**src/rtl/t1tx_pkg.sv**
```systemverilog
package t1tx_pkg;
    // Pattern bits are stored LSB-first: bit i is the i-th occurrence.
    localparam int PAT_LEN = 6;
    localparam logic [PAT_LEN-1:0] TERM_PAT = 6'b010101;  // 1,0,1,0,1,0
    localparam logic [PAT_LEN-1:0] SIGF_PAT = 6'b011100;  // 0,0,1,1,1,0
    localparam logic [PAT_LEN-1:0] ALGN_PAT = 6'b110100;  // 0,0,1,0,1,1

    localparam int SIG_PERIOD = 6;  // frames between signaling frames

    typedef enum logic [2:0] {
        SLOT_PAY,
        SLOT_TERM,
        SLOT_SIGF,
        SLOT_ALGN,
        SLOT_CRC,
        SLOT_LINK
    } slot_e;
endpackage

```
**src/rtl/t1tx_counter.sv**
```systemverilog
module t1tx_counter #(
    parameter int CHANNELS   = 24,
    parameter int CH_BITS    = 8,
    parameter int ESF_FRAMES = 24,
    localparam int CH_W  = $clog2(CHANNELS),
    localparam int BIT_W = $clog2(CH_BITS),
    localparam int FRM_W = $clog2(ESF_FRAMES)
) (
    input  logic             clk,
    input  logic             rst_n,
    input  logic [FRM_W-1:0] last_frm,
    input  logic             fsync_in,
    input  logic             mfsync_in,
    output logic             fbit,
    output logic [BIT_W-1:0] bitn,
    output logic [FRM_W-1:0] frm
);
    typedef struct packed {
        logic             fbit;
        logic [CH_W-1:0]  chan;
        logic [BIT_W-1:0] bitn;
        logic [FRM_W-1:0] frm;
        logic             fs_prev;
        logic             mfs_prev;
    } cnt_t;

    cnt_t cnt_d, cnt_q;
    logic fs_rise, mfs_rise;
    logic [FRM_W-1:0] frm_next;

    always_comb begin
        cnt_d          = cnt_q;
        cnt_d.fs_prev  = fsync_in;
        cnt_d.mfs_prev = mfsync_in;
        fs_rise  = fsync_in & ~cnt_q.fs_prev;
        mfs_rise = mfsync_in & ~cnt_q.mfs_prev;
        frm_next = (cnt_q.frm >= last_frm) ? '0 : cnt_q.frm + FRM_W'(1);

        if (mfs_rise) begin
            cnt_d.fbit = 1'b1;
            cnt_d.chan = '0;
            cnt_d.bitn = '0;
            cnt_d.frm  = '0;
        end else if (fs_rise) begin
            cnt_d.fbit = 1'b1;
            cnt_d.chan = '0;
            cnt_d.bitn = '0;
            cnt_d.frm  = frm_next;
        end else if (cnt_q.fbit) begin
            cnt_d.fbit = 1'b0;
            cnt_d.chan = '0;
            cnt_d.bitn = '0;
        end else if (cnt_q.bitn == BIT_W'(CH_BITS - 1)) begin
            cnt_d.bitn = '0;
            if (cnt_q.chan == CH_W'(CHANNELS - 1)) begin
                cnt_d.fbit = 1'b1;
                cnt_d.chan = '0;
                cnt_d.frm  = frm_next;
            end else begin
                cnt_d.chan = cnt_q.chan + CH_W'(1);
            end
        end else begin
            cnt_d.bitn = cnt_q.bitn + BIT_W'(1);
        end
    end

    always_ff @(posedge clk) begin
        if (!rst_n) begin
            cnt_q      <= '0;
            cnt_q.fbit <= 1'b1;
        end else begin
            cnt_q <= cnt_d;
        end
    end

    assign fbit = cnt_q.fbit;
    assign bitn = cnt_q.bitn;
    assign frm  = cnt_q.frm;
endmodule

```
**src/rtl/t1tx_fbit_sel.sv**
```systemverilog
module t1tx_fbit_sel
    import t1tx_pkg::*;
#(
    parameter int FRM_W = 5
) (
    input  logic             esf_mode,
    input  logic             ext_s_en,
    input  logic             fbit,
    input  logic [FRM_W-1:0] frm,
    input  logic             link_in,
    input  logic             crc_in,
    output slot_e            slot,
    output logic             fval
);
    function automatic logic pick(input logic [PAT_LEN-1:0] pat, input int idx);
        return (idx < PAT_LEN) ? pat[idx] : 1'b0;
    endfunction

    int half_idx, quad_idx;

    always_comb begin
        half_idx = int'(frm >> 1);
        quad_idx = int'(frm >> 2);
        slot     = SLOT_PAY;
        fval     = 1'b0;
        if (fbit) begin
            if (esf_mode) begin
                if (!frm[0]) begin
                    slot = SLOT_LINK;
                    fval = link_in;
                end else if (!frm[1]) begin
                    slot = SLOT_CRC;
                    fval = crc_in;
                end else begin
                    slot = SLOT_ALGN;
                    fval = pick(ALGN_PAT, quad_idx);
                end
            end else if (!frm[0]) begin
                slot = SLOT_TERM;
                fval = pick(TERM_PAT, half_idx);
            end else if (ext_s_en) begin
                slot = SLOT_LINK;
                fval = link_in;
            end else begin
                slot = SLOT_SIGF;
                fval = pick(SIGF_PAT, half_idx);
            end
        end
    end
endmodule

```
**src/rtl/t1tx_strobes.sv**
```systemverilog
module t1tx_strobes
    import t1tx_pkg::*;
#(
    parameter int CH_BITS    = 8,
    parameter int SF_FRAMES  = 12,
    parameter int ESF_FRAMES = 24,
    localparam int BIT_W = $clog2(CH_BITS),
    localparam int FRM_W = $clog2(ESF_FRAMES)
) (
    input  logic             esf_mode,
    input  logic             fbit,
    input  logic [BIT_W-1:0] bitn,
    input  logic [FRM_W-1:0] frm,
    output logic             ch_clk,
    output logic             sig_sel,
    output logic             sig_frame,
    output logic             link_req,
    output logic             mf_out
);
    localparam logic [FRM_W-1:0] SIG_P    = FRM_W'(SIG_PERIOD);
    localparam logic [FRM_W-1:0] SIG_HALF = FRM_W'(SIG_PERIOD / 2);

    logic [FRM_W-1:0] grp_long, grp_short, frm_mod;

    always_comb begin
        grp_long  = frm / SIG_P;
        grp_short = frm / SIG_HALF;
        frm_mod   = frm % SIG_P;
        ch_clk    = !fbit && (bitn < BIT_W'(CH_BITS / 2));
        sig_frame = (frm_mod == SIG_P - FRM_W'(1));
        sig_sel   = esf_mode ? !grp_long[0] : !grp_short[0];
        link_req  = esf_mode ? !frm[0] : frm[0];
        mf_out    = frm < (esf_mode ? FRM_W'(ESF_FRAMES / 2) : FRM_W'(SF_FRAMES / 2));
    end
endmodule

```
**src/rtl/t1tx_framer.sv**
```systemverilog
module t1tx_framer
    import t1tx_pkg::*;
#(
    parameter int CHANNELS   = 24,
    parameter int CH_BITS    = 8,
    parameter int SF_FRAMES  = 12,
    parameter int ESF_FRAMES = 24
) (
    input  logic clk,
    input  logic rst_n,
    input  logic esf_mode,
    input  logic ext_s_en,
    input  logic fsync_in,
    input  logic mfsync_in,
    input  logic pay_in,
    input  logic link_in,
    input  logic crc_in,
    output logic line_out,
    output logic ch_clk,
    output logic sig_sel,
    output logic sig_frame,
    output logic link_req,
    output logic mf_out
);
    localparam int BIT_W = $clog2(CH_BITS);
    localparam int FRM_W = $clog2(ESF_FRAMES);

    typedef struct packed {
        logic line;
    } out_t;

    logic             fbit_w;
    logic [BIT_W-1:0] bitn_w;
    logic [FRM_W-1:0] frm_w;
    logic [FRM_W-1:0] last_frm;
    slot_e            slot_w;
    logic             fval_w;
    out_t             out_d, out_q;

    assign last_frm = esf_mode ? FRM_W'(ESF_FRAMES - 1) : FRM_W'(SF_FRAMES - 1);

    t1tx_counter #(
        .CHANNELS  (CHANNELS),
        .CH_BITS   (CH_BITS),
        .ESF_FRAMES(ESF_FRAMES)
    ) u_cnt (
        .clk      (clk),
        .rst_n    (rst_n),
        .last_frm (last_frm),
        .fsync_in (fsync_in),
        .mfsync_in(mfsync_in),
        .fbit     (fbit_w),
        .bitn     (bitn_w),
        .frm      (frm_w)
    );

    t1tx_fbit_sel #(
        .FRM_W(FRM_W)
    ) u_fsel (
        .esf_mode(esf_mode),
        .ext_s_en(ext_s_en),
        .fbit    (fbit_w),
        .frm     (frm_w),
        .link_in (link_in),
        .crc_in  (crc_in),
        .slot    (slot_w),
        .fval    (fval_w)
    );

    t1tx_strobes #(
        .CH_BITS   (CH_BITS),
        .SF_FRAMES (SF_FRAMES),
        .ESF_FRAMES(ESF_FRAMES)
    ) u_strb (
        .esf_mode (esf_mode),
        .fbit     (fbit_w),
        .bitn     (bitn_w),
        .frm      (frm_w),
        .ch_clk   (ch_clk),
        .sig_sel  (sig_sel),
        .sig_frame(sig_frame),
        .link_req (link_req),
        .mf_out   (mf_out)
    );

    always_comb begin
        out_d      = out_q;
        out_d.line = (slot_w == SLOT_PAY) ? pay_in : fval_w;
    end

    always_ff @(posedge clk) begin
        if (!rst_n) out_q <= '0;
        else        out_q <= out_d;
    end

    assign line_out = out_q.line;
endmodule

```
**config.mk**
```make
export PLATFORM = sky130hd
export DESIGN_NAME = t1tx_framer
export DESIGN_NICKNAME = d
export VERILOG_FILES = /design/src/rtl/t1tx_pkg.sv /design/src/rtl/t1tx_counter.sv /design/src/rtl/t1tx_fbit_sel.sv /design/src/rtl/t1tx_strobes.sv /design/src/rtl/t1tx_framer.sv
export SDC_FILE = /design/constraint.sdc
export NUM_CORES = 1
export LEC_CHECK = 0
export BUFFER_PORTS_ARGS = -buffer_cell sky130_fd_sc_hd__buf_2
export CAP_MARGIN = 20
export CORE_ASPECT_RATIO = 1.4
export CORE_MARGIN = 5
export CORE_UTILIZATION = 50
export CTS_CLUSTER_SIZE = 30
export DETAILED_ROUTE_END_ITERATION = 16
export PLACE_DENSITY = 0.68
export SYNTH_ARGS = -nofsm -noshare
export SYNTH_HDL_FRONTEND = slang
export SYNTH_SLANG_ARGS = --single-unit
```
**constraint.sdc**
```tcl
create_clock -name clk -period 3.95 [get_ports clk]
set_input_delay 0.395 -clock clk [delete_from_list [all_inputs] [get_ports clk]]
set_output_delay 0.395 -clock clk [all_outputs]
set_load 0.005 [all_outputs]
```
==> results.md <==
* Worst Path Required at 3.56 ns
* Final Critical Period at 3.81 ns
* Slowest stage delay, CP at 0.61 ns
* Setup crit start kind: register
* Top cell type's share of synthesized area at 24.0%
* Power share of the clock group at 44.5%
* Post-Synthesis Cell Area at 1670 µm²
* Post-placement setup slack at 0.414 ns
* Initial antenna violation count at 0
* Mux contribution to synthesized area at 1.35%
* Pint at 0.360 mW
* Core ar. at 3180 µm²
* Number of max-cap violations at 0
* Fraction of layout cells with a size suffix above 1 at 19.7%
* Fmax at 262 MHz
* Slew headroom at 69.0%
* Post-Synth XOR/XNOR Area at 3.67%
* Clock skew at 0.00487 ns
* Synthesized instance count at 197
* Clock H-tree levels at 1
* Max VDD drop at 322 µV
* Status: finished clean
* Synth area leader: dfxtp_1
* CTS tree: yes
* Initial drt markers at 69
* Placed cells at 243
* Seq pwr share at 45.3%
* Hold crit path type: input port to register
* Buffers on Ports at 14
* Clock-pin slew on the worst setup and hold paths at 0.07 ns
* Clock sink count at 20
* Vias at 1,503
* DRC violations left at 0
* Dominant synthesized flop cell: dfxtp_1
* Leakage at 0.793 nW
* Clk buf depth at 2
* Worst Path Buf+Inv at 1
* Via/cell ratio at 6.09
* Post-synthesis adder-cell area fraction at 13.3%
* Final period utilization at 96.6%
* Top delay family on crit path: compound AO/OA/AOI/OAI gates
* CP dominant cell by count: ha_1
* Largest cells by area after synthesis: dfxtp_1 24%, ha_1 13%, nor2_1 3.8%
* Switching Fraction at 21.7%
* Psw at 0.0996 mW
* Cell Rows at 24
* Simple-gate share of the synthesized area at 29.4%
* Crit Path Max Fanout at 13
* WL/cell at 15.2 µm
* Seq cells post-synth at 20
* Die area at 4620 µm²
* RSZ-0062 raised after global routing: no
* Num CTS Buffers at 3
* N_diodes at 0
* Setup violators final at 0
* Crit path DAT at 3.42 ns
* Setup TNS Final at 0 ns
* Antenna-violating nets left at 0
* Final #Nets at 235
* Netlist cell types at 63
* Crit path kind: register to output pin
* Largest family of logic cells by synthesized area: simple AND/OR/NAND/NOR gates
* DRT Wirelength at 3.76 mm
* Worst-margin pin slew at 0.465 ns
* Aggregate global routing overflow at 0
* Initial Util at 52.5%
* Die height at 78.4 µm
* Non-filler cells in the finished layout at 247
* Async S/R FF share, synth at 0%
* Layout area overhead at 9.95%
* Vias in the first global route at 1,485
* Post-CTS Hold Buffers at 0
* Final worst setup slack at 0.136 ns
* Slowest stage cell, crit path: dfxtp_1
* Yosys warns at 0
* Comb pwr share at 10.1%
* Crit end category: output pin
* Die W at 58.9 µm
* First-pass GRT wire length at 6.51 mm
* Clk_lat worst skew at 0.26 ns
* Length of the first detailed-routing pass in iterations at 4
* GP Congestion at 0.925
* Pwr dens at 250 nW/µm²
* CP cell instances: ha_1 -> xor2_1 -> nor2_1 -> mux2_2 -> ha_1 -> or4bb_1 -> a21oi_1 -> nor4_1 -> a211oi_1 -> a31o_1 -> buf_2
* Slew Limit Fails at 0
* Largest net degree at the start of global routing at 24
* Sequential share of the synthesized area at 24.0%
* Reg2reg setup slack at 1.82 ns
* Dpl hpwl at 2.93 mm
* Avg Cell Area, Syn at 8.49 µm²
* Number of flops mapped to enable cells by yosys at 0
* Area fraction in compound gates after synthesis at 22.4%
* Total track usage at 17.9%
* Io pins at 15
* Fin. Hold Viols at 0
* Syn_nets at 223
* Root Driver: clkbuf_8
area by class of cell:
cell class | instances | area (µm²)
Timing Repair Buffer | 17 | 92.6
Sequential cell | 20 | 402
Tap cell | 39 | 48.8
Clock inverter | 1 | 30.0
Multi-Input combinational cell | 155 | 1180
Inverter | 12 | 45.0
Clock buffer | 3 | 41.3
Fill cell | 296 | 1350
cells in the final DEF (no fill, tap or decap), types with 3 or more instances in the layout:
master	instances
buf_2	14
a31oi_1	3
inv_1	12
clkbuf_8	3
dfxtp_1	19
nand3_1	5
a21oi_1	11
nand2_1	14
o21ai_1	3
ha_1	16
o21ai_0	5
xnor2_1	3
nand2b_1	5
and2_1	6
nor3_1	6
xor2_1	4
buf_4	3
nor2_1	17
routing by layer:
metal | track usage, % | part of all wire (%)
met4 | 14.5 | 6.3
met3 | 1.81 | 2.8
met2 | 29.6 | 50
met5 | 0 | 0
met1 | 20.0 | 41
stage by stage:
step	power (mW)	util (%)	hold slack, ns	area (µm²)
2_1_floorplan	0.241	-	0.404	1670
3_3_place_gp	0.258	55.3	0.418	1760
3_5_place_dp	0.259	55.3	0.441	1760
4_1_cts	0.463	57.5	0.353	1830
5_1_grt	0.478	57.7	0.361	1840
6_report	0.460	57.7	0.353	1840
timing repair:
action,in CTS,in global routing
setup buffers,0,0
endpoints found under the hold margin,0,0
setup endpoints to repair,0,2
gates resized for setup,0,3
worst paths after layout:
| check | end | cells past startpoint | startpoint |
|---|---|---|---|
| setup / recovery | sig_sel | 11 | u_cnt.frm[4] |
| hold / removal | u_cnt.cnt_q[0] | 2 | mfsync_in |
| setup reg to reg | line_out | 7 | u_cnt.frm[4] |
| hold reg to reg | u_cnt.bitn[0] | 1 | u_cnt.bitn[0] |
cells by family (layout without fill, tap and decap cells):
logic type	Yosys count	after routing
adder cells (fa/ha/maj)	18	18
AND/OR/NAND/NOR	81	81
buffers and inverters	22	33
multiplexers	2	2
XOR/XNOR	7	7
flip-flops	20	20
AO/OA/AOI/OAI	47	47
synth_stat cells, types with 2 or more instances:
| library cell | count |
|---|---|
| a211oi_2 | 2 |
| a21oi_1 | 11 |
| a311oi_1 | 2 |
| a31oi_1 | 3 |
| and2_1 | 6 |
| and3b_1 | 2 |
| buf_2 | 4 |
| clkbuf_1 | 3 |
| dfxtp_1 | 20 |
| ha_1 | 17 |
| inv_1 | 12 |
| mux2_2 | 2 |
| nand2_1 | 14 |
| nand2b_1 | 5 |
| nand3_1 | 5 |
| nand3b_1 | 2 |
| nand4_1 | 2 |
| nand4b_1 | 2 |
| nor2_1 | 17 |
| nor3_1 | 6 |
| nor3b_1 | 2 |
| o211ai_1 | 2 |
| o21ai_0 | 5 |
| o21ai_1 | 4 |
| o31a_1 | 2 |
| or2_1 | 2 |
| or2_2 | 2 |
| xnor2_1 | 3 |
| xor2_1 | 4 |
power by group through the flow:
stage	combinational [mW]	sequential [mW]	clock, mW
floorplan	0.0281	0.213	0
global placement	0.0456	0.213	0
detailed placement	0.0463	0.213	0
CTS	0.0465	0.208	0.208
global route	0.0513	0.209	0.218
finish	0.0466	0.208	0.205
Power figures use the tool's default switching activity.
